`src/rtl/rx_stat_pkg.sv`:
```
package rx_stat_pkg;
    localparam int LEN_W  = 12;
    localparam int FLAG_W = 4;
    localparam int CNT_W  = 8;
    localparam int BYTE_W = 8;
    localparam int OVF_BIT = 3;

    // Record layout: byte k of the readout is bits [8k+7:8k]
    typedef struct packed {
        logic [CNT_W-1:0]  colls;
        logic [CNT_W-1:0]  runts;
        logic [FLAG_W-1:0] flags;
        logic [LEN_W-1:0]  len;
    } stat_rec_t;

    localparam int REC_W     = $bits(stat_rec_t);
    localparam int REC_BYTES = REC_W / BYTE_W;
    localparam int PTR_W     = $clog2(REC_BYTES);
endpackage

```
`src/rtl/rx_sat_cnt.sv`:
```
module rx_sat_cnt #(
    parameter int W = 8
) (
    input  logic         clk,
    input  logic         rst_n,
    input  logic         inc,
    input  logic         clr,
    output logic [W-1:0] cnt
);
    localparam logic [W-1:0] MAX = {W{1'b1}};

    logic [W-1:0] cnt_d, cnt_q;

    always_comb begin
        cnt_d = cnt_q;
        if (clr) begin
            cnt_d = inc ? W'(1) : '0;
        end else if (inc && cnt_q != MAX) begin
            cnt_d = cnt_q + W'(1);
        end
    end

    always_ff @(posedge clk) begin
        if (!rst_n) cnt_q <= '0;
        else        cnt_q <= cnt_d;
    end

    assign cnt = cnt_q;
endmodule

```
`src/rtl/rx_stat_fifo.sv`:
```
module rx_stat_fifo
    import rx_stat_pkg::*;
#(
    parameter int DEPTH = 2
) (
    input  logic      clk,
    input  logic      rst_n,
    input  logic      push,
    input  stat_rec_t push_rec,
    input  logic      pop,
    output stat_rec_t head_rec,
    output logic      empty
);
    localparam int AW = (DEPTH > 1) ? $clog2(DEPTH) : 1;
    localparam int CW = $clog2(DEPTH + 1);

    typedef struct packed {
        stat_rec_t [DEPTH-1:0] mem;
        logic [AW-1:0]         head;
        logic [CW-1:0]         cnt;
    } fifo_st_t;

    fifo_st_t st_d, st_q;
    logic          pop_ok, full;
    logic [AW-1:0] wr_idx, tail_idx, head_nxt;

    always_comb begin
        st_d     = st_q;
        full     = (st_q.cnt == CW'(DEPTH));
        pop_ok   = pop && (st_q.cnt != '0);
        wr_idx   = AW'((int'(st_q.head) + int'(st_q.cnt)) % DEPTH);
        tail_idx = AW'((int'(st_q.head) + int'(st_q.cnt) + DEPTH - 1) % DEPTH);
        head_nxt = AW'((int'(st_q.head) + 1) % DEPTH);
        if (pop_ok) begin
            st_d.head = head_nxt;
            st_d.cnt  = st_q.cnt - CW'(1);
        end
        if (push) begin
            if (!full || pop_ok) begin
                st_d.mem[wr_idx] = push_rec;
                st_d.cnt         = st_d.cnt + CW'(1);
            end else begin
                st_d.mem[tail_idx].flags[OVF_BIT] = 1'b1;
            end
        end
    end

    always_ff @(posedge clk) begin
        if (!rst_n) st_q <= '0;
        else        st_q <= st_d;
    end

    assign head_rec = st_q.mem[st_q.head];
    assign empty    = (st_q.cnt == '0);
endmodule

```
`src/rtl/rx_stat_seq.sv`:
```
module rx_stat_seq
    import rx_stat_pkg::*;
#(
    parameter int QDEPTH = 2
) (
    input  logic              clk,
    input  logic              rst_n,
    input  logic              frm_done,
    input  logic [LEN_W-1:0]  frm_len,
    input  logic [FLAG_W-1:0] frm_err,
    input  logic              runt_pulse,
    input  logic              coll_pulse,
    input  logic              rd_strb,
    output logic [BYTE_W-1:0] rd_data,
    output logic              stat_avail
);
    localparam int NCNT = 2;

    typedef struct packed {
        logic [PTR_W-1:0]  ptr;
        logic [BYTE_W-1:0] data;
    } rd_st_t;

    rd_st_t           rd_d, rd_q;
    logic             good_done, q_empty, q_pop;
    logic [NCNT-1:0]  ev_pulse;
    logic [CNT_W-1:0] ev_cnt [NCNT];
    logic [CNT_W-1:0] runt_cnt, coll_cnt;
    stat_rec_t        new_rec, head_rec;
    logic [REC_W-1:0] head_bits;

    assign good_done = frm_done && (frm_err == '0);
    assign ev_pulse  = {coll_pulse, runt_pulse};

    for (genvar g = 0; g < NCNT; g++) begin : g_cnt
        rx_sat_cnt #(.W(CNT_W)) cnt_i (
            .clk   (clk),
            .rst_n (rst_n),
            .inc   (ev_pulse[g]),
            .clr   (good_done),
            .cnt   (ev_cnt[g])
        );
    end

    assign runt_cnt = ev_cnt[0];
    assign coll_cnt = ev_cnt[1];

    always_comb begin
        new_rec.colls = coll_cnt;
        new_rec.runts = runt_cnt;
        new_rec.flags = frm_err;
        new_rec.len   = frm_len;
    end

    assign q_pop = rd_strb && !q_empty && (rd_q.ptr == PTR_W'(REC_BYTES - 1));

    rx_stat_fifo #(.DEPTH(QDEPTH)) fifo_i (
        .clk      (clk),
        .rst_n    (rst_n),
        .push     (frm_done),
        .push_rec (new_rec),
        .pop      (q_pop),
        .head_rec (head_rec),
        .empty    (q_empty)
    );

    assign head_bits = head_rec;

    always_comb begin
        rd_d = rd_q;
        if (rd_strb) begin
            if (!q_empty) begin
                rd_d.data = head_bits[BYTE_W*rd_q.ptr +: BYTE_W];
                rd_d.ptr  = rd_q.ptr + PTR_W'(1);
            end else begin
                rd_d.data = '0;
            end
        end
    end

    always_ff @(posedge clk) begin
        if (!rst_n) rd_q <= '0;
        else        rd_q <= rd_d;
    end

    assign rd_data    = rd_q.data;
    assign stat_avail = !q_empty;
endmodule

```
`config.mk`:
```
export PLATFORM = sky130hd
export DESIGN_NAME = rx_stat_seq
export DESIGN_NICKNAME = d
export VERILOG_FILES = /design/src/rtl/rx_stat_pkg.sv /design/src/rtl/rx_sat_cnt.sv /design/src/rtl/rx_stat_fifo.sv /design/src/rtl/rx_stat_seq.sv
export SDC_FILE = /design/constraint.sdc
export NUM_CORES = 1
export LEC_CHECK = 0
export BUFFER_PORTS_ARGS = -buffer_cell sky130_fd_sc_hd__buf_2
export CAP_MARGIN = 20
export CORE_MARGIN = 2
export CORE_UTILIZATION = 56
export CTS_CLUSTER_SIZE = 24
export DETAILED_ROUTE_END_ITERATION = 16
export PLACE_DENSITY_LB_ADDON = 0.1
export RECOVER_POWER = 50
export SLEW_MARGIN = 20
export SYNTH_ARGS = -nofsm -noshare
export SYNTH_HDL_FRONTEND = slang
export SYNTH_HIERARCHICAL = 1
export SYNTH_SLANG_ARGS = --single-unit
```
`constraint.sdc`:
```
create_clock -name clk -period 2.8 [get_ports clk]
set_clock_uncertainty 0.1 [all_clocks]
set_input_delay 0.14 -clock clk [delete_from_list [all_inputs] [get_ports clk]]
set_output_delay 0.14 -clock clk [all_outputs]
set_load 0.005 [all_outputs]
```
After elaboration in Yosys (flattened, before gate mapping)
Cells that the tools add are included.
{ "op_classes": {"magnitude_cmp": 5, "n_bitwise": 1, "n_mux": 19, "n_eq_ne": 4, "n_addsub": 9, "n_reduce_logical": 17, "shift": 1} }
{ "ops": {"columns": ["operator", "count"], "rows": [
  ["bitwise mux 64 bit", 2],
  ["2-to-1 mux 32 bit", 3],
  ["demux 32 bit (select 1 bit)", 2],
  ["2-to-1 mux 64 bit", 1],
  ["2-to-1 mux 8 bit", 5],
  ["variable part select 32 x 6 -> 8 bit", 1],
  ["adder 8 x 1 -> 8 bit, second input constant", 2],
  ["2-to-1 mux 16 bit", 1],
  ["inequality test 8 bit, second input constant", 2],
  ["logical AND 1 bit", 8],
  ["less-than comparator 1 x 2 -> 1 bit, second input constant", 3],
  ["2-to-1 mux 2 bit", 3],
  ["nonzero test 2 bit", 3],
  ["adder 2 x 1 -> 2 bit, second input constant", 2],
  ["== test 2 bit, second input constant", 2],
  ["logical NOT 4 bit", 1],
  ["adder 1 bit, second input constant", 2],
  [">= comparator 1 bit, second input constant", 2],
  ["logical NOT 1 bit", 2],
  ["logical NOT 2 bit", 1],
  ["2-to-1 mux 1 bit", 2],
  ["AND reduction 2 bit", 1],
  ["subtractor 2 x 1 -> 2 bit, second input constant", 1],
  ["adder 1 bit", 1],
  ["3 further kinds", 3]
]} }
{ "totals": {"wordCells": 70, "reg_bits": 93, "inputBits": 22, "output_inout_bits": 9} }

Logic depth before layout (Yosys ltp)
{ "logic_depth": {"ltp_word": 9, "depth_mapped": 13, "ltp_nobuf": 10} }

By module
The synthesis kept the hierarchy.
{ "by_module_without_submodules": {"columns": ["module", "area_each_um2", "cells_per_inst", "seq_area_each_um2", "n_inst"], "rows": [
  ["rx_stat_fifo", 3131.8, 358, 1341.3, 1],
  ["rx_sat_cnt", 426.7, 49, 160.2, 2],
  ["rx_stat_seq", 685.7, 67, 200.2, 1]
]} }

Least setup slack after synthesis
OpenSTA, ideal clock, no wires.
{ "synth_timing": {"kind": "reg-to-reg", "start": "register fifo_i/st_q[0] (netlist name)", "end": "register fifo_i/st_q[23] (netlist name)", "setup_time_ns": 0.076, "path_buffers": 3, "synth_period_minus_slack_ns": 2.530, "path_slack_ns": 0.270, "arrival_ns": 2.354, "required_time_ns": 2.624, "stages_incl_launch_ff": 14, "cell_sequence": "dfxtp_1 -> inv_1 -> ha_1 -> and2b_1 -> and2_1 -> nand2b_1 -> buf_2 -> nand2_1 -> ha_1 -> and2_1 -> buf_1 -> buf_1 -> nand3_1 -> a21boi_0"} }
{ "synth_between": {"elab_chain_len": 7, "elab_cells_between_ends": 21, "cone_classes": "add/sub: 3; order compare: 2; eq/ne: 1; mux: 6; reduce/logical: 9"} }
{ "synth_lines": {"columns": ["item", "line_no", "text"], "rows": [
  ["from (decl)", "rx_stat_fifo.sv:23", "fifo_st_t st_d, st_q;"],
  ["from (signal assigned)", "rx_stat_fifo.sv:50", "else st_q <= st_d;"],
  ["logical NOT 2 bit", "rx_stat_fifo.sv:54", "assign empty = (st_q.cnt == '0);"],
  ["via q_empty", "rx_stat_seq.sv:25", "logic good_done, q_empty, q_pop;"],
  ["logical NOT 1 bit", "rx_stat_seq.sv:55", "assign q_pop = rd_strb && !q_empty && (rd_q.ptr == PTR_W'(REC_BYTES - 1));"],
  ["logical AND 1 bit (2 in a row)", "rx_stat_seq.sv:55", null],
  ["via q_pop", "rx_stat_seq.sv:25", null],
  ["logical AND 1 bit", "rx_stat_fifo.sv:30", "pop_ok = pop && (st_q.cnt != '0);"],
  ["logical OR 1 bit", "rx_stat_fifo.sv:39", "if (!full || pop_ok) begin"],
  ["2-to-1 mux 64 bit", "rx_stat_fifo.sv:39", null]
]} }
The timed path passes the listed nets, and every way through them passes these cells.
A chain may end at the register's enable or synchronous reset.

Worst setup path in the final report
{ "layout_timing": {"start": "register fifo_i/st_q[1] (netlist name)", "end": "register fifo_i/st_q[65] (netlist name)"} }
Same word-level chain as after synthesis.

==> qor.csv <==
metric;value;unit
global router's overall resource usage;26.40;%
crit-path max FO;24;
R2R cell count;11;
core area;8134;µm²
slew margin rel.;58.75;%
hold path depth;3;
CTS tree;done;
Power per Cell Area;489.9;nW/µm²
proportion of layout cells with a drive suffix above 1;16.46;%
fillers;716;
Post-synth EDFFs;0;
Yosys top cell area share;39.86;%
placed instance count;632;
critical path endpoint category;register;
WP data required;2.99;ns
setup slack after layout;0.2860;ns
Placer Congestion;0.8543;
DRC errors left;0;
met1 Resource Use GR;34.34;%
clk sinks;93;
Post-DP HPWL;7756;µm
Port Buffers;30;
worst skew pair latency;0.36;ns
hold endpoint;g_cnt[0].cnt_i/cnt[1];
H-tree depth;3;
WP data arrival;2.70;ns
RSZ-0062 raised after global routing;no;
worst hold start;runt_pulse;
TritonRoute pass-1 iters;7;
status;finished clean;
Finished Layout Cells;664;
Syn Nets;552;
synth top area cells;dfxtp_1 (40%), mux2_2 (7.7%), nand3_1 (7.3%), nand2_1 (6.0%), a21boi_1 (5.3%);
# Post-CTS Setup Buffers;0;
Seq/Total Area, Yosys;39.86;%
Horiz. Die Dim;95.33;µm
P&R area growth vs syn;11.47;%
fin nets;583;
Setup TNS Final;0;ns
Ant. Diodes;0;
most frequent cell after synthesis;dfxtp_1;
FF-to-FF setup slack;0.29;ns
total power;2551;µW
Initial DRC Count;183;
R2R Path End;fifo_i/st_q[65];
routing usage on met2;44.01;%
GR Util met3;3.399;%
Leakage;0.001912;µW
Final min period;2.514;ns
CTS Buf Count;9;
initial core utilization;57.42;%
Largest stage delay, worst path;0.36;ns
via count;3843;
post-DR wirelength/cell;16.89;µm
Yosys cell types;50;
CP Launch Type;register;
crit path kind;reg -> reg;
die area;9087;µm²
clk buf depth;2;
Worst-path clk slew;0.09;ns
peak supply drop;0.3078;mV
final wirelength;11220;µm
Post-Syn Area;4671;µm²
max-cap violations;0;
predominant post-synthesis flop cell;dfxtp_1;
Hold Vio Cnt, Final;0;
pin count of the biggest net entering global routing;38;
GRT overflow;0;
FP Rows;33;
I/O Pins;31;
FMAX;0.3978;GHz
Worst-Margin Slew;0.6188;ns
worst min path class;in -> reg;
Slew Limit Fails;0;
Via density;5.788;
fin util;64.01;%
Setup WS pre-CTS;0.2093;ns
critical-path cell list;inv_1 > ha_1 > and2b_1 > and2_0 > nand2b_2 > nand2_1 > ha_1 > and2_0 > buf_6 > nand3_1 > a21boi_1;
Post-synth top cells;dfxtp_1 (93), nand2_1 (75), nand3_1 (68);
GR peak layer;met2;
Root Driver;clkbuf_8;
Syn Area/Cell;8.931;µm²
cell taking the most area after synthesis;dfxtp_1;
#FFs+latches synth;93;
Ys Warns;6;
slowest CP cell;dfxtp_1;
Synth async-reset ratio;0;%
first-pass GRT wire length;18260;µm
reg2reg start;fifo_i/st_q[1];
antenna-violating nets left;0;
die height;95.33;µm
vias in the first global route;3667;
Final setup viols;0;
Synth Instances;523;
fin crit share;89.79;%
number of antenna violations at the first check in global routing;0;
[kinds of logic after synthesis]
kind of cell	count (synthesis)	synth area share [%]
AO/OA/AOI/OAI	117	18.08
buffers and inverters	58	6.295
flip-flops	93	39.86
XOR/XNOR	3	0.7234
multiplexers	56	12.86
adder cells (fa/ha/maj)	7	1.875
AND/OR/NAND/NOR	189	20.31
[worst max-delay path, delay by kind of cell (launching register included)]
family	cells	cell delay, ns
compound gates	1	0.16
fa+ha+maj	2	0.42
buf+inv	2	0.31
flops	1	0.36
simple gates	6	1.08
[worst max-delay path by stage]
stage,startpoint,endpoint,slack (ns),cells after the start
after detailed placement,fifo_i/st_q[0],fifo_i/st_q[24],0.21,11
after floorplan,fifo_i/st_q[0],fifo_i/st_q[23],0.27,13
after global placement,fifo_i/st_q[0],fifo_i/st_q[39],0.37,11
final,fifo_i/st_q[1],fifo_i/st_q[65],0.29,11
after CTS,fifo_i/st_q[0],fifo_i/st_q[24],0.17,11
after global routing,fifo_i/st_q[1],fifo_i/st_q[9],0.04,11
[power by group]
| part | total [µW] | switching, µW | internal (µW) |
|---|---|---|---|
| Clock | 821 | 492 | 330 |
| Combinational | 350 | 205 | 145 |
| Sequential | 1380 | 24.1 | 1360 |
[cells in the final DEF, fill, tap and decap left out, drive strengths merged, types with 6 or more instances in the layout]
cell,count
mux2i,24
dlygate4sd3,16
a21oi,7
a21boi,62
nand2,77
buf,37
nand3,68
o21ai,11
ha,7
mux2,32
nand2b,7
o22ai,8
clkbuf,22
and2,6
inv,14
nor2b,6
a21o,8
dfxtp,93
nor4,7
[routing by layer]
layer | routed length (µm) | vias up
li1 | - | 1917
met1 | 5294 | 1848
met2 | 5282 | 60
met3 | 340 | 18
met4 | 300 | 0
met5 | 0 | -
[sequential cells by signal (all words and copies together) (netlist names)]
register,count
fifo_i/st_q,67
g_cnt.cnt_i/cnt,16
rd_data,8
rd_q,2
[layout make-up]
cell class,instances,area (µm²),area share [%]
clock buffer,10,127.6,2.451
clock inverter,6,47.55,0.9132
inverter,13,48.80,0.9373
multi-input combinational,372,2524,48.47
sequential,93,1862,35.76
tap,105,131.4,2.523
timing repair buffer,65,465.4,8.940
[per-stage QoR]
step           hold slack [ns]  instance area (µm²)
5_1_grt                0.03484                 5206
6_report               0.02418                 5206
2_1_floorplan           0.1617                 4671
3_3_place_gp            0.3034                 4878
4_1_cts                0.01437                 5214
3_5_place_dp            0.3108                 4878
[what timing repair did]
| action | CTS | global route |
|---|---|---|
| hold buffers | 16 | 0 |
| endpoints found under the setup margin | 0 | 18 |
| hold endpoints to repair | 31 | 0 |
| gates resized for setup | 0 | 4 |
No activity file was read; power rests on OpenSTA's default activity.
